[config.mk]
export PLATFORM = sky130hd
export DESIGN_NAME = mlmarch_bist
export DESIGN_NICKNAME = d
export VERILOG_FILES = /design/src/rtl/mlm_pkg.sv /design/src/rtl/mlm_seq.sv /design/src/rtl/mlm_log.sv /design/src/rtl/mlmarch_bist.sv
export SDC_FILE = /design/constraint.sdc
export NUM_CORES = 1
export LEC_CHECK = 0
export BUFFER_PORTS_ARGS = -buffer_cell sky130_fd_sc_hd__buf_2
export CORE_ASPECT_RATIO = 0.8
export CORE_UTILIZATION = 30
export DETAILED_ROUTE_END_ITERATION = 16
export PLACE_DENSITY_LB_ADDON = 0.3
export SLEW_MARGIN = 20
export SYNTH_ARGS = -nofsm -noshare
export SYNTH_HDL_FRONTEND = slang
export SYNTH_HIERARCHICAL = 1
export SYNTH_SLANG_ARGS = --single-unit
[constraint.sdc]
create_clock -name clk -period 2.3 [get_ports clk]
set_input_delay 0.345 -clock clk [delete_from_list [all_inputs] [get_ports clk]]
set_output_delay 0.345 -clock clk [all_outputs]
set_load 0.005 [all_outputs]
[src/rtl/mlm_pkg.sv]
package mlm_pkg;

    typedef enum logic [1:0] {
        SQ_IDLE  = 2'd0,
        SQ_RUN   = 2'd1,
        SQ_FLUSH = 2'd2,
        SQ_DONE  = 2'd3
    } sq_state_e;

    typedef enum logic {
        PH_READ  = 1'b0,
        PH_WRITE = 1'b1
    } op_phase_e;

    // Next level: shift a one in at the least significant digit.
    function automatic logic [31:0] thermo_raise(input logic [31:0] c);
        return {c[30:0], 1'b1};
    endfunction

    // One clearing pass, one pass per raise, one final check pass.
    function automatic int unsigned pass_count(input int unsigned code_w);
        return code_w + 2;
    endfunction

endpackage

[src/rtl/mlm_seq.sv]
module mlm_seq
    import mlm_pkg::*;
#(
    parameter int ADDR_W = 4,
    parameter int CODE_W = 5,
    parameter int ELEM_W = 3
) (
    input  logic              clk,
    input  logic              rst,
    input  logic              start,
    output logic              mem_en,
    output logic              mem_we,
    output logic [ADDR_W-1:0] mem_addr,
    output logic [CODE_W-1:0] mem_wdata,
    output logic [CODE_W-1:0] op_exp,
    output logic [ELEM_W-1:0] op_elem,
    output logic              clr_log,
    output logic              done
);
    localparam logic [ELEM_W-1:0] LAST_ELEM = ELEM_W'(pass_count(CODE_W) - 1);
    localparam logic [ADDR_W-1:0] TOP_ADDR  = {ADDR_W{1'b1}};

    sq_state_e         state;
    op_phase_e         phase;
    logic [ELEM_W-1:0] elem;
    logic [ADDR_W-1:0] addr;
    logic [CODE_W-1:0] cur_code;
    logic [CODE_W-1:0] next_code;
    logic              has_rd;
    logic              has_wr;
    logic              accept;

    always_comb begin
        has_rd    = (elem != '0);
        has_wr    = (elem != LAST_ELEM);
        next_code = CODE_W'(thermo_raise(32'(cur_code)));
        accept    = start && (state == SQ_IDLE || state == SQ_DONE);
        mem_en    = (state == SQ_RUN);
        mem_we    = mem_en && (phase == PH_WRITE);
        mem_addr  = addr;
        mem_wdata = (elem == '0) ? '0 : next_code;
        op_exp    = cur_code;
        op_elem   = elem;
        clr_log   = accept;
        done      = (state == SQ_DONE);
    end

    always_ff @(posedge clk) begin
        if (rst) begin
            state    <= SQ_IDLE;
            phase    <= PH_WRITE;
            elem     <= '0;
            addr     <= '0;
            cur_code <= '0;
        end else begin
            case (state)
                SQ_IDLE, SQ_DONE: begin
                    if (accept) begin
                        state    <= SQ_RUN;
                        phase    <= PH_WRITE;
                        elem     <= '0;
                        addr     <= '0;
                        cur_code <= '0;
                    end
                end
                SQ_RUN: begin
                    if (phase == PH_READ && has_wr) begin
                        phase <= PH_WRITE;
                    end else if (addr == TOP_ADDR) begin
                        addr <= '0;
                        if (elem == LAST_ELEM) begin
                            state <= SQ_FLUSH;
                        end else begin
                            elem  <= elem + 1'b1;
                            phase <= PH_READ;
                            if (has_rd) cur_code <= next_code;
                        end
                    end else begin
                        addr  <= addr + 1'b1;
                        phase <= has_rd ? PH_READ : PH_WRITE;
                    end
                end
                SQ_FLUSH: state <= SQ_DONE;
                default:  state <= SQ_IDLE;
            endcase
        end
    end

endmodule

[src/rtl/mlm_log.sv]
module mlm_log #(
    parameter int ADDR_W = 4,
    parameter int CODE_W = 5,
    parameter int ELEM_W = 3
) (
    input  logic              clk,
    input  logic              rst,
    input  logic              clr,
    input  logic              rd_issue,
    input  logic [ADDR_W-1:0] rd_addr,
    input  logic [ELEM_W-1:0] rd_elem,
    input  logic [CODE_W-1:0] rd_exp,
    input  logic [CODE_W-1:0] mem_rdata,
    output logic              fail,
    output logic [ADDR_W-1:0] fail_addr,
    output logic [ELEM_W-1:0] fail_elem,
    output logic [CODE_W-1:0] fail_exp,
    output logic [CODE_W-1:0] fail_got
);
    typedef struct packed {
        logic              vld;
        logic [ADDR_W-1:0] addr;
        logic [ELEM_W-1:0] elem;
        logic [CODE_W-1:0] exp;
    } pend_t;

    pend_t pend;
    logic  mismatch;

    assign mismatch = pend.vld && (mem_rdata != pend.exp);

    always_ff @(posedge clk) begin
        if (rst || clr) begin
            pend      <= '0;
            fail      <= 1'b0;
            fail_addr <= '0;
            fail_elem <= '0;
            fail_exp  <= '0;
            fail_got  <= '0;
        end else begin
            pend <= '{vld: rd_issue, addr: rd_addr, elem: rd_elem, exp: rd_exp};
            if (mismatch && !fail) begin
                fail      <= 1'b1;
                fail_addr <= pend.addr;
                fail_elem <= pend.elem;
                fail_exp  <= pend.exp;
                fail_got  <= mem_rdata;
            end
        end
    end

endmodule

[src/rtl/mlmarch_bist.sv]
module mlmarch_bist
    import mlm_pkg::*;
#(
    parameter int ADDR_W = 4,
    parameter int CODE_W = 5,
    parameter int ELEM_W = $clog2(CODE_W + 2)
) (
    input  logic              clk,
    input  logic              rst,
    input  logic              start,
    output logic              mem_en,
    output logic              mem_we,
    output logic [ADDR_W-1:0] mem_addr,
    output logic [CODE_W-1:0] mem_wdata,
    input  logic [CODE_W-1:0] mem_rdata,
    output logic              done,
    output logic              fail,
    output logic [ADDR_W-1:0] fail_addr,
    output logic [ELEM_W-1:0] fail_elem,
    output logic [CODE_W-1:0] fail_exp,
    output logic [CODE_W-1:0] fail_got
);
    logic [CODE_W-1:0] op_exp;
    logic [ELEM_W-1:0] op_elem;
    logic              clr_log;

    mlm_seq #(.ADDR_W(ADDR_W), .CODE_W(CODE_W), .ELEM_W(ELEM_W)) u_seq (
        .clk       (clk),
        .rst       (rst),
        .start     (start),
        .mem_en    (mem_en),
        .mem_we    (mem_we),
        .mem_addr  (mem_addr),
        .mem_wdata (mem_wdata),
        .op_exp    (op_exp),
        .op_elem   (op_elem),
        .clr_log   (clr_log),
        .done      (done)
    );

    mlm_log #(.ADDR_W(ADDR_W), .CODE_W(CODE_W), .ELEM_W(ELEM_W)) u_log (
        .clk       (clk),
        .rst       (rst),
        .clr       (clr_log),
        .rd_issue  (mem_en && !mem_we),
        .rd_addr   (mem_addr),
        .rd_elem   (op_elem),
        .rd_exp    (op_exp),
        .mem_rdata (mem_rdata),
        .fail      (fail),
        .fail_addr (fail_addr),
        .fail_elem (fail_elem),
        .fail_exp  (fail_exp),
        .fail_got  (fail_got)
    );

endmodule

Word-level counts from Yosys, hierarchy flattened

Cells that the tools add are included.

Register bits after elaboration: 46
Input bits: 8
Output and inout bits: 30

Add/subtract/negate cells: 2
Equality and inequality tests: 14
Multiplexer cells: 27
Bitwise logic cells: 1
Reductions and logical operators: 20

Operators by type and width:

| cell                                           | count |
|---|---|
| two-way mux 5 bit                              | 6 |
| two-way mux 3 bit                              | 4 |
| two-way mux 4 bit                              | 3 |
| case mux 5 bit (2 select lines)                | 1 |
| two-way mux 2 bit                              | 4 |
| != test 2 x 1 -> 1 bit (second input constant) | 4 |
| case mux 4 bit (2 select lines)                | 1 |
| logical AND 1 bit                              | 6 |
| case mux 2 bit (3 select lines)                | 1 |
| case mux 3 bit (2 select lines)                | 1 |
| AND reduction 3 bit                            | 2 |
| AND reduction 6 bit                            | 1 |
| two-way mux 1 bit                              | 5 |
| != test 5 bit                                  | 1 |
| AND reduction 5 bit                            | 1 |
| adder 4 x 1 -> 4 bit (second input constant)   | 1 |
| equality test 2 bit (second input constant)    | 2 |
| equality test 4 bit (second input constant)    | 1 |
| != test 2 bit (second input constant)          | 2 |
| != test 4 x 3 -> 1 bit (second input constant) | 1 |
| AND reduction 4 bit                            | 1 |
| adder 3 x 1 -> 3 bit (second input constant)   | 1 |
| equality test 3 bit (second input constant)    | 1 |
| logical NOT 3 bit                              | 1 |
| other kinds (10)                               | 12 |

Longest topological paths before layout

Depth in word-level cells: 6
Mapped depth: 9
Gate-level depth less buffers: 7

Hierarchy

Netlist, hierarchy kept.

By module, submodules not included:

| module       | instances | cells each | area an instance (um2) |
|---|---|---|---|
| mlm_log      | 1         | 80         | 1011.0 |
| mlm_seq      | 1         | 109        | 950.9 |
| mlmarch_bist | 1         | 1          | 13.8 |

Worst setup path before layout

No wires, ideal clock.

Kind: register -> register
Start point: register u_seq.state[0]
End point: register u_log.fail_addr[1]
Setup time: 0.059 ns
Arrival: 1.890 ns
Required time: 2.241 ns
Path slack: 0.352 ns
Cell stages (with the launch flop): 8
Buffers on the path: 1
Cells stage by stage: dfxtp_1 -> inv_1 -> ha_1 -> and2_1 -> or3_4 -> a211oi_4 -> buf_6 -> a22o_1

Word-level cells in the longest chain between the ends: 4

Ends and longest elaborated chain:

| element                                                  | line               | source |
|---|---|---|
| from (decl)                                              | mlm_seq.sv:23      | `sq_state_e state;` |
| from (signal assigned)                                   | mlm_seq.sv:50      | `state <= SQ_IDLE;` |
| from (signal assigned)                                   | mlm_seq.sv:59      | `state <= SQ_RUN;` |
| from (signal assigned)                                   | mlm_seq.sv:72      | `state <= SQ_FLUSH;` |
| equality test 2 bit or logical NOT 2 bit (tied branches) | mlm_seq.sv:37      | `accept = start && (state == SQ_IDLE \|\| state == SQ_DONE);` |
| logical OR 1 bit (*)                                     | mlm_seq.sv:37      |  |
| logical AND 1 bit (*)                                    | mlm_seq.sv:37      |  |
| named net clr_log                                        | mlmarch_bist.sv:25 | `logic clr_log;` |
| logical OR 1 bit (*)                                     | mlm_log.sv:33      | `if (rst \|\| clr) begin` |
| to (signal assigned)                                     | mlm_log.sv:44      | `fail_addr <= pend.addr;` |
| to (decl)                                                | mlm_log.sv:15      | `output logic [ADDR_W-1:0] fail_addr,` |

The timed path passes the listed nets; every way through them passes the cells marked *.
A chain may end at the register's enable or synchronous reset.

Final worst setup path

Start point: register u_seq.state[0]
End point: register u_log.fail_got[3]

Word-level cells in the longest chain between the ends: 4

Ends and longest elaborated chain:

| element                                                  | line               | source |
|---|---|---|
| equality test 2 bit or logical NOT 2 bit (tied branches) | mlm_seq.sv:37      |  |
| logical OR 1 bit (*)                                     | mlm_seq.sv:37      |  |
| logical AND 1 bit (*)                                    | mlm_seq.sv:37      |  |
| named net clr_log                                        | mlmarch_bist.sv:25 |  |
| logical OR 1 bit (*)                                     | mlm_log.sv:33      |  |
| to (signal assigned)                                     | mlm_log.sv:47      | `fail_got <= mem_rdata;` |
| to (decl)                                                | mlm_log.sv:18      | `output logic [CODE_W-1:0] fail_got` |

Marked as above.

==> results.md <==
Outcome:
- The flow ran to the end, and the final reports show no timing, DRC or antenna violations.

Power and ir drop:
- Power spread over the standard cell area amounts to between 800 and 900 nW/um^2.
- The reported net switching power is 0.651 mW.
- The worst IR drop on VDD is between 300 and 400 uV.
- The internal portion of the total power is between 1 and 1.5 mW.
- Of the total power, combinational logic draws 0.278.
- In this run the static leakage power is ~1 nW.
- The sequential cell fraction of total power is 0.429.
- Of the total power, the clock network draws 0.293.
- Of the total power, the share spent switching nets is 0.318.

Placed design:
- The routability congestion estimate is approximately 0.75.
- The worst-case setup slack after placement is around 0.32 ns.
- The number of placed instances, taps included, is roughly 310.
- The number of buffers inserted by port buffering is 37.
- The wire-length estimate of the detail-placed layout is about 2.9 mm.

Cells and area:
- The number of nets at the end of the flow is around 240.
- The fraction of layout cells with a size suffix above 1 is 0.275.
- Once layout is complete, the utilization of the core stands at 0.367.
- The number of antenna cells inserted is 0.
- For this run, the number of standard cells in the final layout without fillers is roughly 310.
- From synthesis to final layout, the design area changed by 18.3%.

Timing:
- Based on the critical path, the design can be clocked at up to 502 MHz.
- The post-route worst setup slack is between 0.3 and 0.4 ns.
- After routing, the total negative slack on setup checks comes to 0 ns.
- The final count of pins violating max slew is 0.
- The clock period could shrink to roughly 2.0 ns.
- The number of endpoints with negative hold slack in the final report is 0.
- The tightest hold margin is about 0.29 ns.
- Of the available clock period, the critical path in the final layout requires 0.867.
- For the pin with the worst max-slew slack, the measured transition is roughly 0.44 ns.
- Setup violations remaining at the end of the flow were counted as 0.
- The clock arrives with between 0.005 and 0.006 ns of skew.
- Measured against its own limit, the worst slew margin works out to 0.710.
- Setup repair after global routing left no endpoint under its margin.

CTS:
- The number of buffers added by the clock tree synthesis step is 5.
- CTS placed an instance of clkbuf_8 at the clock tree root.
- The number of setup buffers added after CTS is 0.
- The TritonCTS clock tree is built.
- The H-tree was split into 2 levels.
- The number of clock sinks is 46.
- The clock passes through at most 2 buffers.
- The number of gates resized after cts is 0.
- The clock insertion delay at the later pin of the skew report is around 0.29 ns.
- The number of buffers added to fix hold violations after cts is 0.
- Clock-pin slew was measured on the worst setup and hold paths at roughly 0.09 ns.

Logic synthesis:
- The synthesized netlist contains 43 unique library cells.
- The share of the synthesized netlist area taken by xor and xnor gates is 0.0222.
- The netlist area before placement is a little under 2000 um^2.
- Of the total synthesized cell area, the portion taken by AND, OR, NAND and NOR gates is 0.197.
- In this run, synthesis inferred 0 flip-flops with an integrated enable.
- The area fraction in compound gates after synthesis was 0.193.
- Yosys attributes the largest share of cell area to dfxtp_1, a22o_1, and2_1.
- Counting flops and latches in the post-synthesis netlist gives 46.
- For this run, the register share of the synthesized area comes to 0.466.
- The dominant register cell in the synthesized netlist is dfxtp_1.
- The share of synthesized area in the top cell type comes to 0.466.
- For this run, the number of Yosys warnings is 6.
- Of the total synthesized cell area, the portion taken by full adders, half adders and majority gates is 0.0507.
- After technology mapping, the gate count stands at between 150 and 200.
- The average instance in the mapped netlist occupies a little over 10 um^2.
- The cell type with the highest aggregate area in the netlist is dfxtp_1.
- The multiplexer share of the synthesized area is 0.0158.
- The async set-or-reset flop fraction in the synthesized netlist is 0.
- After synthesis, the largest family of logic cells by area is simple AND/OR/NAND/NOR gates.
- The synthesized netlist net count is slightly above 200.

Setup path:
- The first element of the critical path is u_seq/state[0].
- The category of the critical setup timing path is reg -> reg.
- For the worst setup path, the data required time is ~2.5 ns.
- The nature of the critical path endpoint is a flop.
- STA puts the critical path data arrival time at about 2.2 ns.
- Along the worst path, the maximum fanout reaches 11.
- The start of the worst register-to-register path is u_seq/state[0].
- The kind of launch point of the worst setup path is a flop.

GRT:
- Entering global routing, the biggest net connects 21 pins.
- For this run the aggregate overflow at the end of global routing stands at 0.
- The number of antenna violations at the first check in global routing is 0.
- The via count of the first global-routing pass is 1299.
- The first global-routing pass estimated between 6 and 7 mm of wire.
- For this run, the total global-route usage over all layers was measured as 0.121.

Floorplan:
- The area of the core region is ~6400 um^2.
- The die height is about 75 um.
- The number of primary I/O pins is 38.
- The cell row count is 26.
- The die is around 93 um wide.
- The starting density of the core is 0.310.
- The floorplan die area is between 6000 and 7000 um^2.

Drt:
- The number of DRC violations after detailed-routing iteration 0 is 57.
- The number of vias in the routed layout is about 1.5k.
- For this run, the detailed router's first-pass iteration total came to 4.
- After detailed routing, the total wire length is 3.95 mm.
- For this run, design rule violations remaining after detail routing come to 0.
- Using the TritonRoute via totals, the vias-per-cell ratio works out to approximately 4.7.
- The remaining antenna violation count is 0.
- After detailed routing, the average wire length per cell comes to 12.6 um.

Run:
- Max-cap violations in this run came to 0.

Min path:
- The kind of path behind the tightest hold check is in -> reg.
- The startpoint identified for the worst hold timing path is mem_rdata[0].
-- path summary, 6_finish.rpt --
| check | end | slack (ns) | depth (start not counted) |
|---|---|---|---|
| max | u_log/fail_got[3] | 0.31 | 7 |
| min | u_log/fail_got[0] | 0.29 | 2 |
| max reg2reg | u_log/fail_got[3] | 0.31 | 7 |
| min reg2reg | u_log/fail_addr[3] | 0.44 | 1 |
-- routing by layer --
metal	routed length, um	global-route usage	vias to the layer above
li1	-	-	754
met1	2140	0.176	682
met2	1580	0.170	34
met3	210	0.0348	2
met4	26	0.0462	0
met5	0	0	-
-- synthesized netlist by cell type (4+ instances only) --
cell and count:
and2_1 19, a22o_1 17, nand3_1 7, clkbuf_1 4, xor2_1 5, dfxtp_1 46, inv_1 5, nand4_1 6
buf_4 5, nor2_1 8, nand2_1 6, a21oi_1 7, a31oi_1 5, ha_1 8
-- final cells by class --
type                       instances  area (um^2)
clock inverter                     3         43.8
sequential                        46          921
tap                               84          105
inverter                           6         22.5
fill                             675         4040
multi-input combinational        126          946
timing repair buffer              43          230
clock buffer                       5         68.8
-- metrics by stage --
stage | total power [mW] | instance area (um^2)
after CTS | 2.07 | 2340
final | 2.05 | 2340
after detailed placement | 1.47 | 2220
after global placement | 1.46 | 2220
after floorplan | 1.34 | 1980
after global routing | 2.17 | 2340
-- power groups by stage --
stage	sequential, mW	clock [mW]	combinational [mW]
floorplan	0.889	0	0.449
global placement	0.897	0	0.565
detailed placement	0.898	0	0.568
CTS	0.879	0.622	0.569
global route	0.887	0.655	0.625
finish	0.879	0.600	0.569
-- cell usage in the layout (no fill, tap or decap), drive strengths merged, types with 3 or more instances in the layout --
cell type,instances
dfxtp,46
buf,43
and2,19
a22o,17
nor2,9
ha,8
a21oi,8
nand3,7
nand2,6
nand4,6
inv,6
clkbuf,5
xor2,5
a31oi,5
nor3,4
a211oi,4
nand2b,3
-- flip-flops by register name (all words and copies together), names as in the netlist --
signal and count:
u_log/pend 13, u_log/fail_exp 5, u_log/fail_got 5, u_seq/op_exp 5, u_log/fail_addr 4, u_seq/mem_addr 4
u_log/fail_elem 3, u_seq/op_elem 3, u_seq/state 2, u_log/fail 1, u_seq/phase 1
-- cell families after synthesis --
family,after synthesis
adder cells (fa/ha/maj),8
AND/OR/NAND/NOR,64
XOR/XNOR,5
AO/OA/AOI/OAI,46
flip-flops,46
multiplexers,3
buffers and inverters,18
-- critical path, cell delays in order, from the launching register on --
cell	delay, ns
dfxtp_1	0.39
inv_1	0.08
ha_1	0.34
and2_1	0.18
or3_4	0.38
a211oi_4	0.22
buf_4	0.21
a22o_1	0.14
No activity file was read; power rests on OpenSTA's default activity.
